[src/rtl/i2c_unstick_pkg.sv]
package i2c_unstick_pkg;

    typedef enum logic [2:0] {
        ST_IDLE,
        ST_LO,
        ST_HI,
        ST_STA,
        ST_SLO,
        ST_SHI,
        ST_STP
    } seq_st_e;

    localparam int UNSTICK_PULSES = 9;

endpackage

[src/rtl/i2c_unstick_seq.sv]
module i2c_unstick_seq
    import i2c_unstick_pkg::*;
#(
    parameter int CNT_W  = 16,
    parameter int NPULSE = UNSTICK_PULSES
) (
    input  logic             clk,
    input  logic             rst_n,
    input  logic             trig,
    input  logic             scl_in,
    input  logic             sda_in,
    input  logic [CNT_W-1:0] half_cnt,
    input  logic [CNT_W-1:0] stretch_lim,
    output logic             busy,
    output logic             scl_low,
    output logic             sda_low,
    output logic             done,
    output logic             ok
);

    localparam int PC_W = $clog2(NPULSE + 1);

    typedef struct packed {
        seq_st_e          st;
        logic [CNT_W-1:0] tmr;
        logic [CNT_W-1:0] stall;
        logic [PC_W-1:0]  pc;
        logic             done;
        logic             ok;
    } seq_t;

    seq_t s_q, s_d;

    logic [CNT_W:0] tmr_inc, stall_inc;
    logic           half_end, stall_end, pc_last;

    assign tmr_inc   = {1'b0, s_q.tmr} + (CNT_W+1)'(1);
    assign stall_inc = {1'b0, s_q.stall} + (CNT_W+1)'(1);
    assign half_end  = tmr_inc >= {1'b0, half_cnt};
    assign stall_end = stall_inc >= {1'b0, stretch_lim};
    assign pc_last   = s_q.pc == PC_W'(NPULSE - 1);

    always_comb begin
        s_d      = s_q;
        s_d.done = 1'b0;
        case (s_q.st)
            ST_IDLE: begin
                if (trig) begin
                    s_d.st  = ST_LO;
                    s_d.tmr = '0;
                    s_d.pc  = '0;
                    s_d.ok  = 1'b0;
                end
            end
            ST_LO, ST_STA, ST_SLO, ST_STP: begin
                if (half_end) begin
                    s_d.tmr   = '0;
                    s_d.stall = '0;
                    case (s_q.st)
                        ST_LO:   s_d.st = ST_HI;
                        ST_STA:  s_d.st = ST_SLO;
                        ST_SLO:  s_d.st = ST_SHI;
                        default: begin
                            s_d.st   = ST_IDLE;
                            s_d.done = 1'b1;
                            s_d.ok   = scl_in & sda_in;
                        end
                    endcase
                end else begin
                    s_d.tmr = tmr_inc[CNT_W-1:0];
                end
            end
            ST_HI, ST_SHI: begin
                if (!scl_in) begin
                    if (stall_end) begin
                        s_d.st   = ST_IDLE;
                        s_d.done = 1'b1;
                        s_d.ok   = 1'b0;
                    end else begin
                        s_d.stall = stall_inc[CNT_W-1:0];
                    end
                end else if (half_end) begin
                    s_d.tmr   = '0;
                    s_d.stall = '0;
                    if (s_q.st == ST_SHI) begin
                        s_d.st = ST_STP;
                    end else begin
                        s_d.pc = s_q.pc + PC_W'(1);
                        s_d.st = (pc_last || sda_in) ? ST_STA : ST_LO;
                    end
                end else begin
                    s_d.tmr = tmr_inc[CNT_W-1:0];
                end
            end
            default: s_d.st = ST_IDLE;
        endcase
    end

    always_ff @(posedge clk) begin
        if (!rst_n) begin
            s_q <= '{st: ST_IDLE, default: '0};
        end else begin
            s_q <= s_d;
        end
    end

    assign busy    = s_q.st != ST_IDLE;
    assign scl_low = (s_q.st == ST_LO) || (s_q.st == ST_SLO);
    assign sda_low = (s_q.st == ST_STA) || (s_q.st == ST_SLO) || (s_q.st == ST_SHI);
    assign done    = s_q.done;
    assign ok      = s_q.ok;

endmodule

[src/rtl/i2c_unstick_wdog.sv]
module i2c_unstick_wdog #(
    parameter int FAIL_W = 4,
    parameter int WD_W   = 24
) (
    input  logic              clk,
    input  logic              rst_n,
    input  logic              rec_req,
    input  logic              bus_err,
    input  logic              xact_ok,
    input  logic              xact_fail,
    input  logic              rec_done,
    input  logic [FAIL_W-1:0] fail_max,
    input  logic [WD_W-1:0]   wdog_lim,
    output logic              trig,
    output logic              per_rst_req
);

    typedef struct packed {
        logic [FAIL_W-1:0] fails;
        logic [WD_W-1:0]   wd;
        logic              prst;
    } wd_t;

    wd_t w_q, w_d;

    logic [FAIL_W:0] fail_inc;
    logic [WD_W:0]   wd_inc;
    logic            fail_hit, clr, lim_hit;

    assign fail_inc = {1'b0, w_q.fails} + (FAIL_W+1)'(1);
    assign wd_inc   = {1'b0, w_q.wd} + (WD_W+1)'(1);
    assign fail_hit = xact_fail && (fail_max != '0) && (fail_inc >= {1'b0, fail_max});
    assign trig     = rec_req | bus_err | fail_hit;
    assign clr      = xact_ok | rec_done;
    assign lim_hit  = (wdog_lim != '0) && (wd_inc >= {1'b0, wdog_lim});

    always_comb begin
        w_d = w_q;
        if (xact_ok || trig) begin
            w_d.fails = '0;
        end else if (xact_fail && (w_q.fails != '1)) begin
            w_d.fails = fail_inc[FAIL_W-1:0];
        end
        if (clr) begin
            w_d.wd   = '0;
            w_d.prst = 1'b0;
        end else if (lim_hit) begin
            w_d.wd   = '0;
            w_d.prst = 1'b1;
        end else begin
            w_d.wd   = wd_inc[WD_W-1:0];
            w_d.prst = 1'b0;
        end
    end

    always_ff @(posedge clk) begin
        if (!rst_n) begin
            w_q <= '0;
        end else begin
            w_q <= w_d;
        end
    end

    assign per_rst_req = w_q.prst;

endmodule

[src/rtl/i2c_unstick.sv]
module i2c_unstick #(
    parameter int CNT_W  = 16,
    parameter int FAIL_W = 4,
    parameter int WD_W   = 24
) (
    input  logic              clk,
    input  logic              rst_n,
    input  logic              mst_scl_oe,
    input  logic              mst_sda_oe,
    input  logic              scl_in,
    input  logic              sda_in,
    input  logic              rec_req,
    input  logic              bus_err,
    input  logic              xact_ok,
    input  logic              xact_fail,
    input  logic [CNT_W-1:0]  half_cnt,
    input  logic [CNT_W-1:0]  stretch_lim,
    input  logic [FAIL_W-1:0] fail_max,
    input  logic [WD_W-1:0]   wdog_lim,
    output logic              scl_oe,
    output logic              sda_oe,
    output logic              rec_busy,
    output logic              rec_done,
    output logic              rec_ok,
    output logic              per_rst_req
);

    logic trig, seq_scl_low, seq_sda_low;

    i2c_unstick_wdog #(
        .FAIL_W (FAIL_W),
        .WD_W   (WD_W)
    ) u_wdog (
        .clk         (clk),
        .rst_n       (rst_n),
        .rec_req     (rec_req),
        .bus_err     (bus_err),
        .xact_ok     (xact_ok),
        .xact_fail   (xact_fail),
        .rec_done    (rec_done),
        .fail_max    (fail_max),
        .wdog_lim    (wdog_lim),
        .trig        (trig),
        .per_rst_req (per_rst_req)
    );

    i2c_unstick_seq #(
        .CNT_W (CNT_W)
    ) u_seq (
        .clk         (clk),
        .rst_n       (rst_n),
        .trig        (trig),
        .scl_in      (scl_in),
        .sda_in      (sda_in),
        .half_cnt    (half_cnt),
        .stretch_lim (stretch_lim),
        .busy        (rec_busy),
        .scl_low     (seq_scl_low),
        .sda_low     (seq_sda_low),
        .done        (rec_done),
        .ok          (rec_ok)
    );

    // Pad enable selection: sequencer owns the bus while busy
    assign scl_oe = rec_busy ? seq_scl_low : mst_scl_oe;
    assign sda_oe = rec_busy ? seq_sda_low : mst_sda_oe;

endmodule

[config.mk]
export PLATFORM = sky130hd
export DESIGN_NAME = i2c_unstick
export DESIGN_NICKNAME = d
export VERILOG_FILES = /design/src/rtl/i2c_unstick_pkg.sv /design/src/rtl/i2c_unstick_seq.sv /design/src/rtl/i2c_unstick_wdog.sv /design/src/rtl/i2c_unstick.sv
export SDC_FILE = /design/constraint.sdc
export NUM_CORES = 1
export LEC_CHECK = 0
export BUFFER_PORTS_ARGS = -buffer_cell sky130_fd_sc_hd__buf_2
export CAP_MARGIN = 20
export CORE_AREA = 4 4 123 125
export DETAILED_ROUTE_END_ITERATION = 12
export DIE_AREA = 0 0 127 129
export PLACE_DENSITY = 0.57
export SKIP_CTS_REPAIR_TIMING = 1
export SLEW_MARGIN = 20
export SYNTH_ARGS = -nofsm -noshare
export SYNTH_HDL_FRONTEND = slang
export SYNTH_SLANG_ARGS = --single-unit
[constraint.sdc]
create_clock -name clk -period 3.8 [get_ports clk]
set_input_delay 0 -clock clk [delete_from_list [all_inputs] [get_ports clk]]
set_output_delay 0 -clock clk [all_outputs]
set_load 0.005 [all_outputs]
## After elaboration in Yosys (flattened, before gate mapping)

Index checks and enable logic that the tools add are counted.

| storage, ports and cells | value |
|---|---|
| output and inout port bits | 6 |
| flip-flop bits (word level) | 70 |
| word-level logic and storage cells | 100 |
| input port bits | 70 |

| operators by class | value |
|---|---|
| add/sub/neg operators | 5 |
| reduce and logical (&&, ||, !) cells | 27 |
| multiplexer cells | 31 |
| bitwise logic cells | 5 |
| magnitude comparators | 4 |
| eq/ne operators | 19 |

Operators with widths:

| cell | count |
|---|---|
| $mux W16 | 5 |
| $pmux W16 S3 | 1 |
| $add A16 B1 Y17 const B | 2 |
| $ge A17 B16 Y1 | 2 |
| $pmux W16 S2 | 1 |
| $add A24 B1 Y25 const B | 1 |
| $ge A25 B24 Y1 | 1 |
| $reduce_bool A24 Y1 | 1 |
| $mux W20 | 1 |
| $mux W19 | 1 |
| $pmux W3 S3 | 2 |
| $mux W3 | 5 |
| $mux W4 | 3 |
| $mux W2 | 5 |
| $ne A2 B2 Y1 const B | 5 |
| $eq A3 B3 Y1 const B | 3 |
| $pmux W4 S2 | 1 |
| $reduce_and A4 Y1 | 2 |
| $eq A3 B2 Y1 const B | 2 |
| $ne A2 B1 Y1 const B | 3 |
| $ne A3 B2 Y1 const B | 2 |
| $reduce_and A6 Y1 | 1 |
| $reduce_bool A3 Y1 | 2 |
| $reduce_or A2 Y1 | 3 |
| 22 further kinds | 36 |

## Longest topological paths before layout

| logic depth | value |
|---|---|
| depth after elaboration | 7 |
| gate-level depth with buffers | 15 |
| gate-level depth less buffers | 14 |

## By module

From an unflattened synthesis, not the netlist that was laid out.

| second synthesis, totals | value |
|---|---|
| cell total of the unflattened synthesis | 711 |
| area, all modules | 5595.4 sq um |

By module, submodules not included:

| module | cells each | area an instance (sq um) | sequential area each (sq um) | times used |
|---|---|---|---|---|
| i2c_unstick_seq | 429 | 3372.0 | 820.8 | 1 |
| i2c_unstick_wdog | 280 | 2200.9 | 580.6 | 1 |
| i2c_unstick | 2 | 22.5 | 0.0 | 1 |

## Worst setup path after synthesis

OpenSTA, ideal clock, no wires.

| timing | value |
|---|---|
| kind | flip-flop to flip-flop |
| start point | register u_wdog.w_q[1] (netlist name) |
| end point | register u_wdog.w_q[10] (netlist name) |
| required time | 3685 ps |
| library setup time | 115 ps |
| stages on the path, launching flop included | 16 |
| path buffers | 2 |
| path slack | 628 ps |
| period minus slack after synthesis | 3172 ps |
| arrival time | 3056 ps |
| cells stage by stage | dfxtp_1 ha_1 nand3_1 or2_2 clkbuf_1 nor2_1 nand4_1 xnor2_1 ha_1 and4_1 nand4_1 o41ai_1 a211oi_1 o21a_1 clkbuf_1 and3_1 |

| between the ends | value |
|---|---|
| cells in the longest elaborated chain, start to end | 4 |

Ends and longest elaborated chain:

| what | line | RTL |
|---|---|---|
| start, declared | i2c_unstick_wdog.sv:24 | `wd_t w_q, w_d;` |
| start signal, assigned | i2c_unstick_wdog.sv:60 | `w_q <= w_d;` |
| $add A24 B1 Y25 | i2c_unstick_wdog.sv:31 | `assign wd_inc = {1'b0, w_q.wd} + (WD_W+1)'(1);` |
| net u_wdog.wd_inc[12] | i2c_unstick_wdog.sv:27 | `logic [WD_W:0] wd_inc;` |
| $ge A25 B24 Y1 | i2c_unstick_wdog.sv:35 | `assign lim_hit = (wdog_lim != '0) && (wd_inc >= {1'b0, wdog_lim});` |
| $logic_and A1 B1 Y1 | i2c_unstick_wdog.sv:35 |  |
| $reduce_or A3 Y1 (no source line) | -- |  |

The timed path passes the listed nets, and every way through them passes these cells.
A chain may end at the register's enable or synchronous reset.

## Worst setup path after layout

| timing | value |
|---|---|
| start point | register u_wdog.w_q[1] (netlist name) |
| end point | register u_wdog.w_q[19] (netlist name) |

Same word-level chain as after synthesis.

==> impl_metrics.csv <==
group,metric,value,unit
power_and_ir_drop,internal_power,1.40,mW
layout,nets,901,
synthesis,syn_nets,823,
worst_setup_path,r2r-start,"u_wdog.w_q[1]",
layout,drive_above_1_share,0.169,
timing,drv_slew,0,
global_routing,grt_util_all_layers,0.162,
clock_tree,clockBufferDepth,2,
layout,syn2layout_area_growth,16.2,%
timing,post-route-period-util,0.953,
drt,firstDrtPassIters,5,
timing,hold_viol_final,0,
synthesis,synthCells,687,
drt,vias_per_cell,5.35,
power_and_ir_drop,total_power,2.06,mW
worst_setup_path,rrSetupSlack,0.18,ns
synthesis,synth_commonest_cells,"70 x dfxtp_1, 70 x inv_1, 66 x ha_1",
drt,wl,13200,µm
run,drv_cap,0,
worst_setup_path,crit_fanout,10,
floorplanning,io_pins,76,
synthesis,avgSynthCellArea,7.98,µm²
placement,dpl-instance-area,6070,µm²
global_routing,grt_max_degree,57,
clock_tree,clk_latency,0.33,ns
timing,finalCriticalPeriod,3.62,ns
power_and_ir_drop,vdd_drop_max,0.000211,V
synthesis,synth_area_leaders,"dfxtp_1 26%, ha_1 15%, xnor2_1 5.9%",
timing,rsz0062_at_grt,"yes",
worst_setup_path,worst_r2r_path_depth,14,
power_and_ir_drop,cellLeakagePower,3.00,nW
timing,fmax,276,MHz
power_and_ir_drop,p_sw,0.665,mW
clock_tree,cts_buffers,9,
clock_tree,tritoncts,"done",
drt,routedWlPerCell,13.9,µm
drt,dr.first_iter.drc_count,244,
worst_setup_path,cp-end-kind,"flip-flop",
layout,fin_area,6370,µm²
synthesis,synth_area,5480,µm²
timing,setup_violations,0,
synthesis,synth-async-reset-ratio,0,
worst_setup_path,critPathArrivalTime,3.85,ns
worst_setup_path,r2r-end,"u_wdog.w_q[19]",
run_status,status,"complete, no violations",
layout,fin_util,0.459,
worst_hold_path,min_path_cells,4,
worst_setup_path,crit_path_start_kind,"flip-flop",
synthesis,ys.flop_type,"dfxtp_1",
power_and_ir_drop,pwr-share-seq,0.389,
placement,port-buffer-count,75,
timing,skew,0.00452,ns
placement,dp_hpwl,10500,µm
clock_tree,cts.reportedPaths.clkPinSlew,0.05,ns
timing,relSlewSlack,0.583,
worst_hold_path,min_path_type,"input port to flip-flop",
worst_setup_path,critPathKind,"flip-flop to flip-flop",
clock_tree,cts.sinks,70,
global_routing,grt_pass1_wl,22000,µm
placement,gp_congestion,0.837,
power_and_ir_drop,pwr_density_cell,323,nW/µm²
drt,remaining_drc_errors,0,
placement,place_ws,0.0222,ns
clock_tree,cts-root-buf,"clkbuf_16",
drt,ant_nets,0,
floorplanning,fp.dieW,127,µm
floorplanning,die_h,129,µm
floorplanning,core,13900,µm²
synthesis,synth_top_area_frac,0.256,
timing,tightest_slew,0.625,ns
timing,setup_ws,0.177,ns
synthesis,synth_edf_count,0,
worst_hold_path,min_from,"sda_in",
global_routing,grt_overflow_total,0,
drt,vias,5064,
timing,hold-worst-slack,0.0374,ns
synthesis,synth.distinct_cells,66,
synthesis,ys_ff_latch,70,
worst_setup_path,cp_data_required_time,4.02,ns
layout,insertedDiodeCount,0,
synthesis,synth_top_area_cell,"dfxtp_1",
floorplanning,placement_rows,43,
clock_tree,h-tree-depth,3,
floorplanning,start_util,0.395,
synthesis,yosysWarnings,0,
layout,fillerInstances,1401,
power_and_ir_drop,power_frac_clock,0.356,
power_and_ir_drop,pwr-share-comb,0.255,
synthesis,ys_seq_area_frac,0.256,
floorplanning,die-area,16400,µm²
global_routing,grt_antenna_before_repair,0,
worst_hold_path,min_to,"u_seq.ok",
power_and_ir_drop,netSwitchingFraction,0.323,
global_routing,grt_pass1_vias,4886,
metrics by stage:
stage	std cells	setup TNS, ns
final	947	0
after global routing	947	0
after CTS	945	-0.00694
after detailed placement	932	0
after global placement	932	0
after floorplan	687	0
how the worst max path moves through the flow:
stage / from / endpoint / slack, ns / cells after the start
global placement: u_seq.s_q[22] / u_seq.s_q[6] / 0.15 / 13
detailed placement: u_seq.s_q[22] / u_seq.s_q[6] / 0.02 / 13
global route: u_wdog.w_q[1] / u_wdog.w_q[10] / 0.002 / 14
finish: u_wdog.w_q[1] / u_wdog.w_q[19] / 0.18 / 14
floorplan: u_wdog.w_q[1] / u_wdog.w_q[10] / 0.63 / 15
CTS: u_seq.s_q[22] / u_seq.s_q[6] / -0.007 / 13
critical path, stage by stage (launching register included):
cell and delay, ns:
dfxtp_1 0.39, ha_1 0.23, nand3_1 0.08, or2_2 0.35
nor2_2 0.19, nand4_1 0.13, xnor2_1 0.18, ha_1 0.30
and4_1 0.24, nand4_1 0.14, o41ai_1 0.40, a211oi_1 0.17
o21a_1 0.30, buf_4 0.21, and3_1 0.18
cell type report:
class | instances | area, µm² | share of cell area
Clock buffer | 11 | 233 | 0.0365
Clock inverter | 2 | 12.5 | 0.00196
Inverter | 70 | 263 | 0.0412
Multi-Input combinational cell | 526 | 3760 | 0.590
Sequential cell | 70 | 1400 | 0.220
Tap cell | 180 | 225 | 0.0353
Timing Repair Buffer | 88 | 478 | 0.0750
power by group through the flow:
stage | combinational (mW) | sequential [mW] | clock (mW)
detailed placement | 0.523 | 0.816 | 0
floorplan | 0.381 | 0.789 | 0
CTS | 0.526 | 0.800 | 0.755
finish | 0.526 | 0.801 | 0.733
global placement | 0.511 | 0.816 | 0
global route | 0.595 | 0.806 | 0.780
sequential cells by signal, summed over array words and instances, names as in the netlist:
register / cells
u_seq.ok: 1
u_seq.s_q: 39
u_seq.done: 1
u_wdog.w_q: 28
u_wdog.per_rst_req: 1
cell families after synthesis:
group | synth area share
simple gates | 0.266
compound gates | 0.174
buf+inv | 0.0646
flops | 0.256
fa+ha+maj | 0.151
xor+xnor | 0.0863
mux | 0.00365
cells in the final DEF (no fill, tap or decap), drive strengths merged, types with 5 or more instances in the layout:
cell | netlist | final
ha | 66 | 66
buf | 8 | 86
nand4 | 17 | 17
and3 | 28 | 28
xor2 | 17 | 17
a21oi | 27 | 27
inv | 70 | 70
and4 | 8 | 8
xnor2 | 37 | 37
a31oi | 8 | 8
a21boi | 13 | 13
o211ai | 8 | 8
dfxtp | 70 | 70
nand2b | 15 | 15
nor3b | 6 | 6
a22oi | 6 | 6
o221a | 7 | 7
o21ai | 34 | 34
nand3 | 50 | 50
and2 | 5 | 5
nor3 | 11 | 11
nor4 | 7 | 7
nor2 | 42 | 42
nor2b | 12 | 12
nand2 | 49 | 49
clkbuf | 13 | 11
a21o | 7 | 7
routing by layer:
layer | track usage | share of wire | vias up
li1 | - | - | 2615
met5 | 0 | 0 | -
met3 | 0.0295 | 0.034 | 15
met4 | 0.0435 | 0.012 | 0
met2 | 0.290 | 0.50 | 74
met1 | 0.200 | 0.46 | 2360
No activity file was read; power rests on OpenSTA's default activity.
